## src/rtl/v86_redir_pkg.sv

```systemverilog
package v86_redir_pkg;

    typedef enum logic [2:0] {
        ST_IDLE    = 3'd0,
        ST_PTR     = 3'd1,
        ST_BITMAP  = 3'd2,
        ST_TGT_IP  = 3'd3,
        ST_TGT_CS  = 3'd4,
        ST_PUSH_FL = 3'd5,
        ST_PUSH_CS = 3'd6,
        ST_PUSH_IP = 3'd7
    } redir_state_e;

    localparam int OUT_W     = 3;
    localparam int OUT_REDIR = 0;
    localparam int OUT_PROT  = 1;
    localparam int OUT_FAULT = 2;

    localparam int FL_IF      = 9;
    localparam int FL_IOPL_LO = 12;
    localparam int FL_IOPL_HI = 13;

endpackage

```

## src/rtl/v86_flag_image.sv

```systemverilog
module v86_flag_image
    import v86_redir_pkg::*;
(
    input  logic [15:0] flags_lo,
    input  logic        vif,
    output logic [15:0] image,
    output logic        iopl_max
);
    always_comb begin
        iopl_max = &flags_lo[FL_IOPL_HI:FL_IOPL_LO];
        image    = flags_lo;
        if (!iopl_max) begin
            image[FL_IF]                  = vif;
            image[FL_IOPL_HI:FL_IOPL_LO]  = 2'b11;
        end
    end
endmodule

```

## src/rtl/v86_route_decide.sv

```systemverilog
module v86_route_decide
    import v86_redir_pkg::*;
(
    input  logic             allow_redirect,
    input  logic             iopl_max,
    output logic [OUT_W-1:0] outcome
);
    always_comb begin
        outcome = '0;
        if (allow_redirect)
            outcome[OUT_REDIR] = 1'b1;
        else if (iopl_max)
            outcome[OUT_PROT] = 1'b1;
        else
            outcome[OUT_FAULT] = 1'b1;
    end
endmodule

```

## src/rtl/v86_addr_unit.sv

```systemverilog
module v86_addr_unit #(
    parameter int ADDR_W      = 32,
    parameter int IRB_PTR_OFS = 102,
    parameter int IRB_BIAS    = 32
) (
    input  logic [ADDR_W-1:0] tss_live,
    input  logic [ADDR_W-1:0] tss_held,
    input  logic [ADDR_W-1:0] ss_held,
    input  logic [7:0]        vec,
    input  logic [15:0]       ptr_word,
    input  logic [15:0]       sp,
    output logic [ADDR_W-1:0] ptr_addr,
    output logic [ADDR_W-1:0] bitmap_addr,
    output logic [ADDR_W-1:0] ivt_ip_addr,
    output logic [ADDR_W-1:0] ivt_cs_addr,
    output logic [ADDR_W-1:0] push_addr,
    output logic [15:0]       sp_dec
);
    localparam int                PAD     = ADDR_W - 16;
    localparam logic [15:0]       BIAS16  = 16'(IRB_BIAS);
    localparam logic [ADDR_W-1:0] PTR_OFS = ADDR_W'(IRB_PTR_OFS);

    logic [15:0] irb_base;

    always_comb begin
        irb_base    = ptr_word - BIAS16;
        ptr_addr    = tss_live + PTR_OFS;
        bitmap_addr = tss_held + {{PAD{1'b0}}, irb_base}
                               + {{(ADDR_W-5){1'b0}}, vec[7:3]};
        ivt_ip_addr = {{(ADDR_W-10){1'b0}}, vec, 2'b00};
        ivt_cs_addr = {{(ADDR_W-10){1'b0}}, vec, 2'b10};
        sp_dec      = sp - 16'd2;
        push_addr   = ss_held + {{PAD{1'b0}}, sp_dec};
    end
endmodule

```

## src/rtl/v86_int_redirector.sv

```systemverilog
module v86_int_redirector
    import v86_redir_pkg::*;
#(
    parameter int ADDR_W      = 32,
    parameter int IRB_PTR_OFS = 102,
    parameter int IRB_BIAS    = 32
) (
    input  logic              clk,
    input  logic              rst_n,
    input  logic              start,
    input  logic [7:0]        vector,
    input  logic              vme_en,
    input  logic [15:0]       flags_lo,
    input  logic              vif,
    input  logic [15:0]       cs_in,
    input  logic [15:0]       ip_in,
    input  logic [15:0]       sp_in,
    input  logic [ADDR_W-1:0] tss_base,
    input  logic [ADDR_W-1:0] ss_base,
    output logic              mem_req,
    output logic              mem_we,
    output logic              mem_wide,
    output logic [ADDR_W-1:0] mem_addr,
    output logic [15:0]       mem_wdata,
    input  logic              mem_ack,
    input  logic [15:0]       mem_rdata,
    output logic              done,
    output logic [OUT_W-1:0]  outcome,
    output logic [15:0]       new_cs,
    output logic [15:0]       new_ip,
    output logic [15:0]       new_sp
);
    typedef struct packed {
        redir_state_e      st;
        logic [7:0]        vec;
        logic              iopl_max;
        logic [15:0]       fl_img;
        logic [15:0]       cs;
        logic [15:0]       ip;
        logic [15:0]       sp;
        logic [ADDR_W-1:0] tss;
        logic [ADDR_W-1:0] ss;
        logic              req;
        logic              we;
        logic              wide;
        logic [ADDR_W-1:0] addr;
        logic [15:0]       wdata;
        logic              done;
        logic [OUT_W-1:0]  outcome;
        logic [15:0]       tcs;
        logic [15:0]       tip;
    } ctx_t;

    ctx_t ctx_d, ctx_q;

    logic              busy;
    logic [15:0]       img_now;
    logic              iopl_now;
    logic [OUT_W-1:0]  entry_out;
    logic [OUT_W-1:0]  bitmap_out;
    logic              bm_bit;
    logic [ADDR_W-1:0] ptr_addr, bitmap_addr, ivt_ip_addr, ivt_cs_addr, push_addr;
    logic [15:0]       sp_dec;

    assign busy   = (ctx_q.st != ST_IDLE);
    assign bm_bit = mem_rdata[ctx_q.vec[2:0]];

    v86_flag_image u_flag (
        .flags_lo (flags_lo),
        .vif      (vif),
        .image    (img_now),
        .iopl_max (iopl_now)
    );

    v86_route_decide u_dec_entry (
        .allow_redirect (1'b0),
        .iopl_max       (iopl_now),
        .outcome        (entry_out)
    );

    v86_route_decide u_dec_bitmap (
        .allow_redirect (~bm_bit),
        .iopl_max       (ctx_q.iopl_max),
        .outcome        (bitmap_out)
    );

    v86_addr_unit #(
        .ADDR_W      (ADDR_W),
        .IRB_PTR_OFS (IRB_PTR_OFS),
        .IRB_BIAS    (IRB_BIAS)
    ) u_addr (
        .tss_live    (tss_base),
        .tss_held    (ctx_q.tss),
        .ss_held     (ctx_q.ss),
        .vec         (ctx_q.vec),
        .ptr_word    (mem_rdata),
        .sp          (ctx_q.sp),
        .ptr_addr    (ptr_addr),
        .bitmap_addr (bitmap_addr),
        .ivt_ip_addr (ivt_ip_addr),
        .ivt_cs_addr (ivt_cs_addr),
        .push_addr   (push_addr),
        .sp_dec      (sp_dec)
    );

    always_comb begin
        ctx_d         = ctx_q;
        ctx_d.done    = 1'b0;
        ctx_d.outcome = '0;
        case (ctx_q.st)
            ST_IDLE: begin
                if (start && !busy) begin
                    ctx_d.vec      = vector;
                    ctx_d.iopl_max = iopl_now;
                    ctx_d.fl_img   = img_now;
                    ctx_d.cs       = cs_in;
                    ctx_d.ip       = ip_in;
                    ctx_d.sp       = sp_in;
                    ctx_d.tss      = tss_base;
                    ctx_d.ss       = ss_base;
                    ctx_d.tcs      = cs_in;
                    ctx_d.tip      = ip_in;
                    if (!vme_en) begin
                        ctx_d.done    = 1'b1;
                        ctx_d.outcome = entry_out;
                    end else begin
                        ctx_d.st   = ST_PTR;
                        ctx_d.req  = 1'b1;
                        ctx_d.we   = 1'b0;
                        ctx_d.wide = 1'b1;
                        ctx_d.addr = ptr_addr;
                    end
                end
            end
            ST_PTR: begin
                if (mem_ack) begin
                    ctx_d.st   = ST_BITMAP;
                    ctx_d.wide = 1'b0;
                    ctx_d.addr = bitmap_addr;
                end
            end
            ST_BITMAP: begin
                if (mem_ack) begin
                    if (bitmap_out[OUT_REDIR]) begin
                        ctx_d.st   = ST_TGT_IP;
                        ctx_d.wide = 1'b1;
                        ctx_d.addr = ivt_ip_addr;
                    end else begin
                        ctx_d.st      = ST_IDLE;
                        ctx_d.req     = 1'b0;
                        ctx_d.wide    = 1'b0;
                        ctx_d.done    = 1'b1;
                        ctx_d.outcome = bitmap_out;
                    end
                end
            end
            ST_TGT_IP: begin
                if (mem_ack) begin
                    ctx_d.tip  = mem_rdata;
                    ctx_d.st   = ST_TGT_CS;
                    ctx_d.addr = ivt_cs_addr;
                end
            end
            ST_TGT_CS: begin
                if (mem_ack) begin
                    ctx_d.tcs   = mem_rdata;
                    ctx_d.st    = ST_PUSH_FL;
                    ctx_d.we    = 1'b1;
                    ctx_d.addr  = push_addr;
                    ctx_d.wdata = ctx_q.fl_img;
                    ctx_d.sp    = sp_dec;
                end
            end
            ST_PUSH_FL: begin
                if (mem_ack) begin
                    ctx_d.st    = ST_PUSH_CS;
                    ctx_d.addr  = push_addr;
                    ctx_d.wdata = ctx_q.cs;
                    ctx_d.sp    = sp_dec;
                end
            end
            ST_PUSH_CS: begin
                if (mem_ack) begin
                    ctx_d.st    = ST_PUSH_IP;
                    ctx_d.addr  = push_addr;
                    ctx_d.wdata = ctx_q.ip;
                    ctx_d.sp    = sp_dec;
                end
            end
            ST_PUSH_IP: begin
                if (mem_ack) begin
                    ctx_d.st                 = ST_IDLE;
                    ctx_d.req                = 1'b0;
                    ctx_d.we                 = 1'b0;
                    ctx_d.done               = 1'b1;
                    ctx_d.outcome[OUT_REDIR] = 1'b1;
                end
            end
            default: begin
                ctx_d.st  = ST_IDLE;
                ctx_d.req = 1'b0;
            end
        endcase
    end

    always_ff @(posedge clk or negedge rst_n) begin
        if (!rst_n) begin
            ctx_q <= '0;
        end else begin
            ctx_q <= ctx_d;
        end
    end

    assign mem_req   = ctx_q.req;
    assign mem_we    = ctx_q.we;
    assign mem_wide  = ctx_q.wide;
    assign mem_addr  = ctx_q.addr;
    assign mem_wdata = ctx_q.wdata;
    assign done      = ctx_q.done;
    assign outcome   = ctx_q.outcome;
    assign new_cs    = ctx_q.tcs;
    assign new_ip    = ctx_q.tip;
    assign new_sp    = ctx_q.sp;

endmodule

```

## config.mk

```make
export PLATFORM = sky130hd
export DESIGN_NAME = v86_int_redirector
export DESIGN_NICKNAME = d
export VERILOG_FILES = /design/src/rtl/v86_redir_pkg.sv /design/src/rtl/v86_flag_image.sv /design/src/rtl/v86_route_decide.sv /design/src/rtl/v86_addr_unit.sv /design/src/rtl/v86_int_redirector.sv
export SDC_FILE = /design/constraint.sdc
export NUM_CORES = 1
export LEC_CHECK = 0
export BUFFER_PORTS_ARGS = -buffer_cell sky130_fd_sc_hd__buf_2
export CORE_MARGIN = 5
export CORE_UTILIZATION = 40
export CTS_BUF_LIST = sky130_fd_sc_hd__clkbuf_4 sky130_fd_sc_hd__clkbuf_8
export DETAILED_ROUTE_END_ITERATION = 8
export HOLD_SLACK_MARGIN = 0.02
export SLEW_MARGIN = 15
export SYNTH_ARGS = -nofsm -noshare
export SYNTH_HDL_FRONTEND = slang
export SYNTH_HIERARCHICAL = 1
export SYNTH_SLANG_ARGS = --single-unit
```

## constraint.sdc

```tcl
create_clock -name clk -period 9.4 [get_ports clk]
set_clock_uncertainty 0.1 [all_clocks]
set_input_delay 2.35 -clock clk [delete_from_list [all_inputs] [get_ports clk]]
set_output_delay 2.35 -clock clk [all_outputs]
set_load 0.02 [all_outputs]
```

==> flow_metrics.env <==
export IMPL_syn_area_per_cell_sq_um=8.829
export IMPL_worstSetupEndpointType="flop"
export IMPL_most_common_layout_cells="nand2_1 (425), buf_2 (259), dfrtp_1 (224)"
export IMPL_drt_initial_drc_count=1049
export IMPL_drv_cap=0
export IMPL_vias=13390
export IMPL_nFillCells=4008
export IMPL_grt_overflow=0
export IMPL_syn_area_sq_mm=0.01605
export IMPL_startpoint="mem_rdata[8]"
export IMPL_track_usage_pct=22.02
export IMPL_cts_made_buffers=46
export IMPL_hold_class="flop to flop"
export IMPL_cts_sinks=227
export IMPL_worstPathRequired_ps=9790
export IMPL_start_util_pct=40.40
export IMPL_area_delta_synth_final_pct=8.887
export IMPL_synth_cell_types=78
export IMPL_post_route_drc_count=0
export IMPL_synthFlopType="dfrtp_1"
export IMPL_cts_buffer_depth=3
export IMPL_synth_edff_count=0
export IMPL_ctsHoldBuffers=0
export IMPL_final_cells=2476
export IMPL_cp_arrival_ps=6680
export IMPL_ys_warn_count=6
export IMPL_fin_crit_sh_pct=66.95
export IMPL_die_y_microns=210.3
export IMPL_root_buffer="clkbuf_8"
export IMPL_wl_per_cell_microns=20.28
export IMPL_drive_above_1_share_pct=23.76
export IMPL_portBuffers=260
export IMPL_synth_seq_cells=227
export IMPL_cts_htree_levels=2
export IMPL_slowest_delay_ps=850
export IMPL_slew_limit_headroom_pct=16.63
export IMPL_p_leak_nw=8.646
export IMPL_endpoint="mem_addr[25]"
export IMPL_period_needed_ps=6293
export IMPL_grt_max_degree=94
export IMPL_reg2reg_to="mem_addr[29]"
export IMPL_path_max_fanout=6
export IMPL_post_cts_setup_buffers=0
export IMPL_async_reset_ff_share_pct=100.0
export IMPL_rrSetupSlack_ps=4740
export IMPL_path_clk_slew_ps=60
export IMPL_placedCellCount=2390
export IMPL_syn_inst=1818
export IMPL_fp_row_count=73
export IMPL_gp_congestion=0.8995
export IMPL_antenna_found_initial=9
export IMPL_clock_fmax_ghz=0.1589
export IMPL_post_dp_hpwl_microns=35890
export IMPL_setup_violations=0
export IMPL_hold_viol_final=0
export IMPL_dr_pass1_iters=6
export IMPL_rsz0062_at_grt="no"
export IMPL_ctsResizeCount=0
export IMPL_synth_seq_area_share_pct=35.39
export IMPL_status="finished, final reports clean"
export IMPL_wirelength_microns=50210
export IMPL_ant_nets=0
export IMPL_grt_pass1_vias=13350
export IMPL_worstReg2RegStart="new_sp[1]"
export IMPL_grt_pass1_wl_microns=77390
export IMPL_tns_ps=0
export IMPL_worstSetupStartpointType="input pin"
export IMPL_powerDensity_mw_per_mm2=403.5
export IMPL_critPathKind="input pin to flop"
export IMPL_nNetsFinal=2126
export IMPL_via_per_inst=5.407
export IMPL_clk_insertion_delay_late_ps=620
export IMPL_final_max_slew_violation_count=0
export IMPL_die_w_microns=210.3
export IMPL_cts_tree="yes"
export IMPL_worst_pin_slew_ps=1244
export IMPL_io_pin_count=261
export IMPL_crit_chain="buf_2 > nor4_1 > nand2_1 > nor4_1 > xor2_1 > ha_1 > ha_1 > nand3_1 > nor4_2 > a211oi_2 > nor2_1 > nand3_1 > xnor2_1 > a21boi_0 > o221ai_1 > mux2_1"
export IMPL_die_area_sq_mm=0.04423
export IMPL_worstRegToRegCells=18
export IMPL_crit_slowest_cell="nor4_1"
export IMPL_coreArea_sq_mm=0.03973
export IMPL_layout_commonest_cell="nand2_1"
export IMPL_peakVddDrop_uv=182.2
state kept, by name (all words and copies together), names as in the netlist:
register	cells
mem_req	1
new_sp	16
outcome	3
ctx_q	124
mem_wdata	16
mem_we	1
new_ip	16
mem_wide	1
done	1
mem_addr	32
new_cs	16
power breakdown:
part | switching (mW) | internal, mW | leakage (nW)
clock | 0.465 | 0.619 | 0.517
combinational | 2.43 | 1.67 | 5.29
sequential | 0.429 | 1.44 | 2.83
critical path: cells and delay by family:
family                   cells  cell delay (ps)
AO/OA/AOI/OAI                3              440
XOR/XNOR                     2              360
adder cells (fa/ha/maj)      2              630
buffers and inverters        1              140
multiplexers                 1              320
AND/OR/NAND/NOR              7             2420
layout make-up:
class                   count  area, sq um  area share, %
diodes                      2        5.005        0.02864
clock buffers              75        919.6          5.262
clock inverters             9        56.30         0.3222
inverters                  56        210.2          1.203
multi-input cells        1302         8478          48.51
flip-flops and latches    227         5689          32.55
well taps                 525        656.9          3.759
repair buffers            280         1461          8.362
synthesized netlist by cell type, types with 19 or more instances:
cell type  number  area, sq um
nand2_1       426         1599
a21o_1         47        352.8
nand2b_1       20        125.1
nor2_1         64        240.2
and2_1         20        125.1
nand3b_1       22        165.2
buf_4         189         1419
a22oi_1        26        195.2
xor2_1         38        332.8
xnor2_1        67        586.8
a32oi_1        19        166.4
a21oi_1        34        170.2
o21ai_0        38        190.2
dfrtp_1       227         5680
a22o_1         19        166.4
clkbuf_1       35        131.4
nand3_1        29        145.1
mux2_2         50        563.0
inv_1          55        206.5
buf_2          50        250.2
o221ai_1       34        297.8
a21boi_0       21        157.7
ha_1           48        600.6
cells by family (layout without fill, tap and decap cells):
logic type | after synthesis | count (layout) | synth area share, %
AND/OR/NAND/NOR | 660 | 660 | 18.51
buffers and inverters | 338 | 420 | 13.01
adder cells (fa/ha/maj) | 55 | 55 | 4.615
flip-flops | 227 | 227 | 35.39
XOR/XNOR | 105 | 105 | 5.730
multiplexers | 68 | 68 | 5.145
AO/OA/AOI/OAI | 361 | 361 | 17.50
other | 4 | 55 | 0.09352
worst min path at each step:
| stage | startpoint | end | slack (ps) | cells past startpoint |
|---|---|---|---|---|
| 4_1_cts | ctx_q[170] | ctx_q[170] | 380 | 1 |
| 3_3_place_gp | ctx_q[213] | ctx_q[213] | 350 | 2 |
| 5_1_grt | ctx_q[170] | ctx_q[170] | 390 | 1 |
| 3_5_place_dp | ctx_q[170] | ctx_q[170] | 370 | 1 |
| 2_1_floorplan | ctx_q[213] | ctx_q[213] | 340 | 2 |
| 6_report | mem_wdata[3] | mem_wdata[3] | 370 | 2 |
metal layers:
metal / track usage [%] / routed length (microns) / up-vias
li1: - / - / 6297
met2: 34.96 / 22680 / 493
met1: 29.31 / 21620 / 6464
met3: 6.355 / 4287 / 119
met5: 0 / 105 / -
met4: 6.728 / 1517 / 14
metrics by stage:
step	utilization [%]	power [mW]	worst slack [ps]	instance area, sq um	hold slack, ps
CTS	43.97	7.088	3151	17470	379.8
global route	43.99	7.619	2858	17480	386.8
global placement	41.52	5.877	2578	16500	354.5
floorplan	-	5.150	3654	16230	339.3
finish	43.99	7.053	3107	17480	370.4
detailed placement	41.52	5.957	2494	16500	366.5
Note: power is estimated with default switching activity, not from simulation.
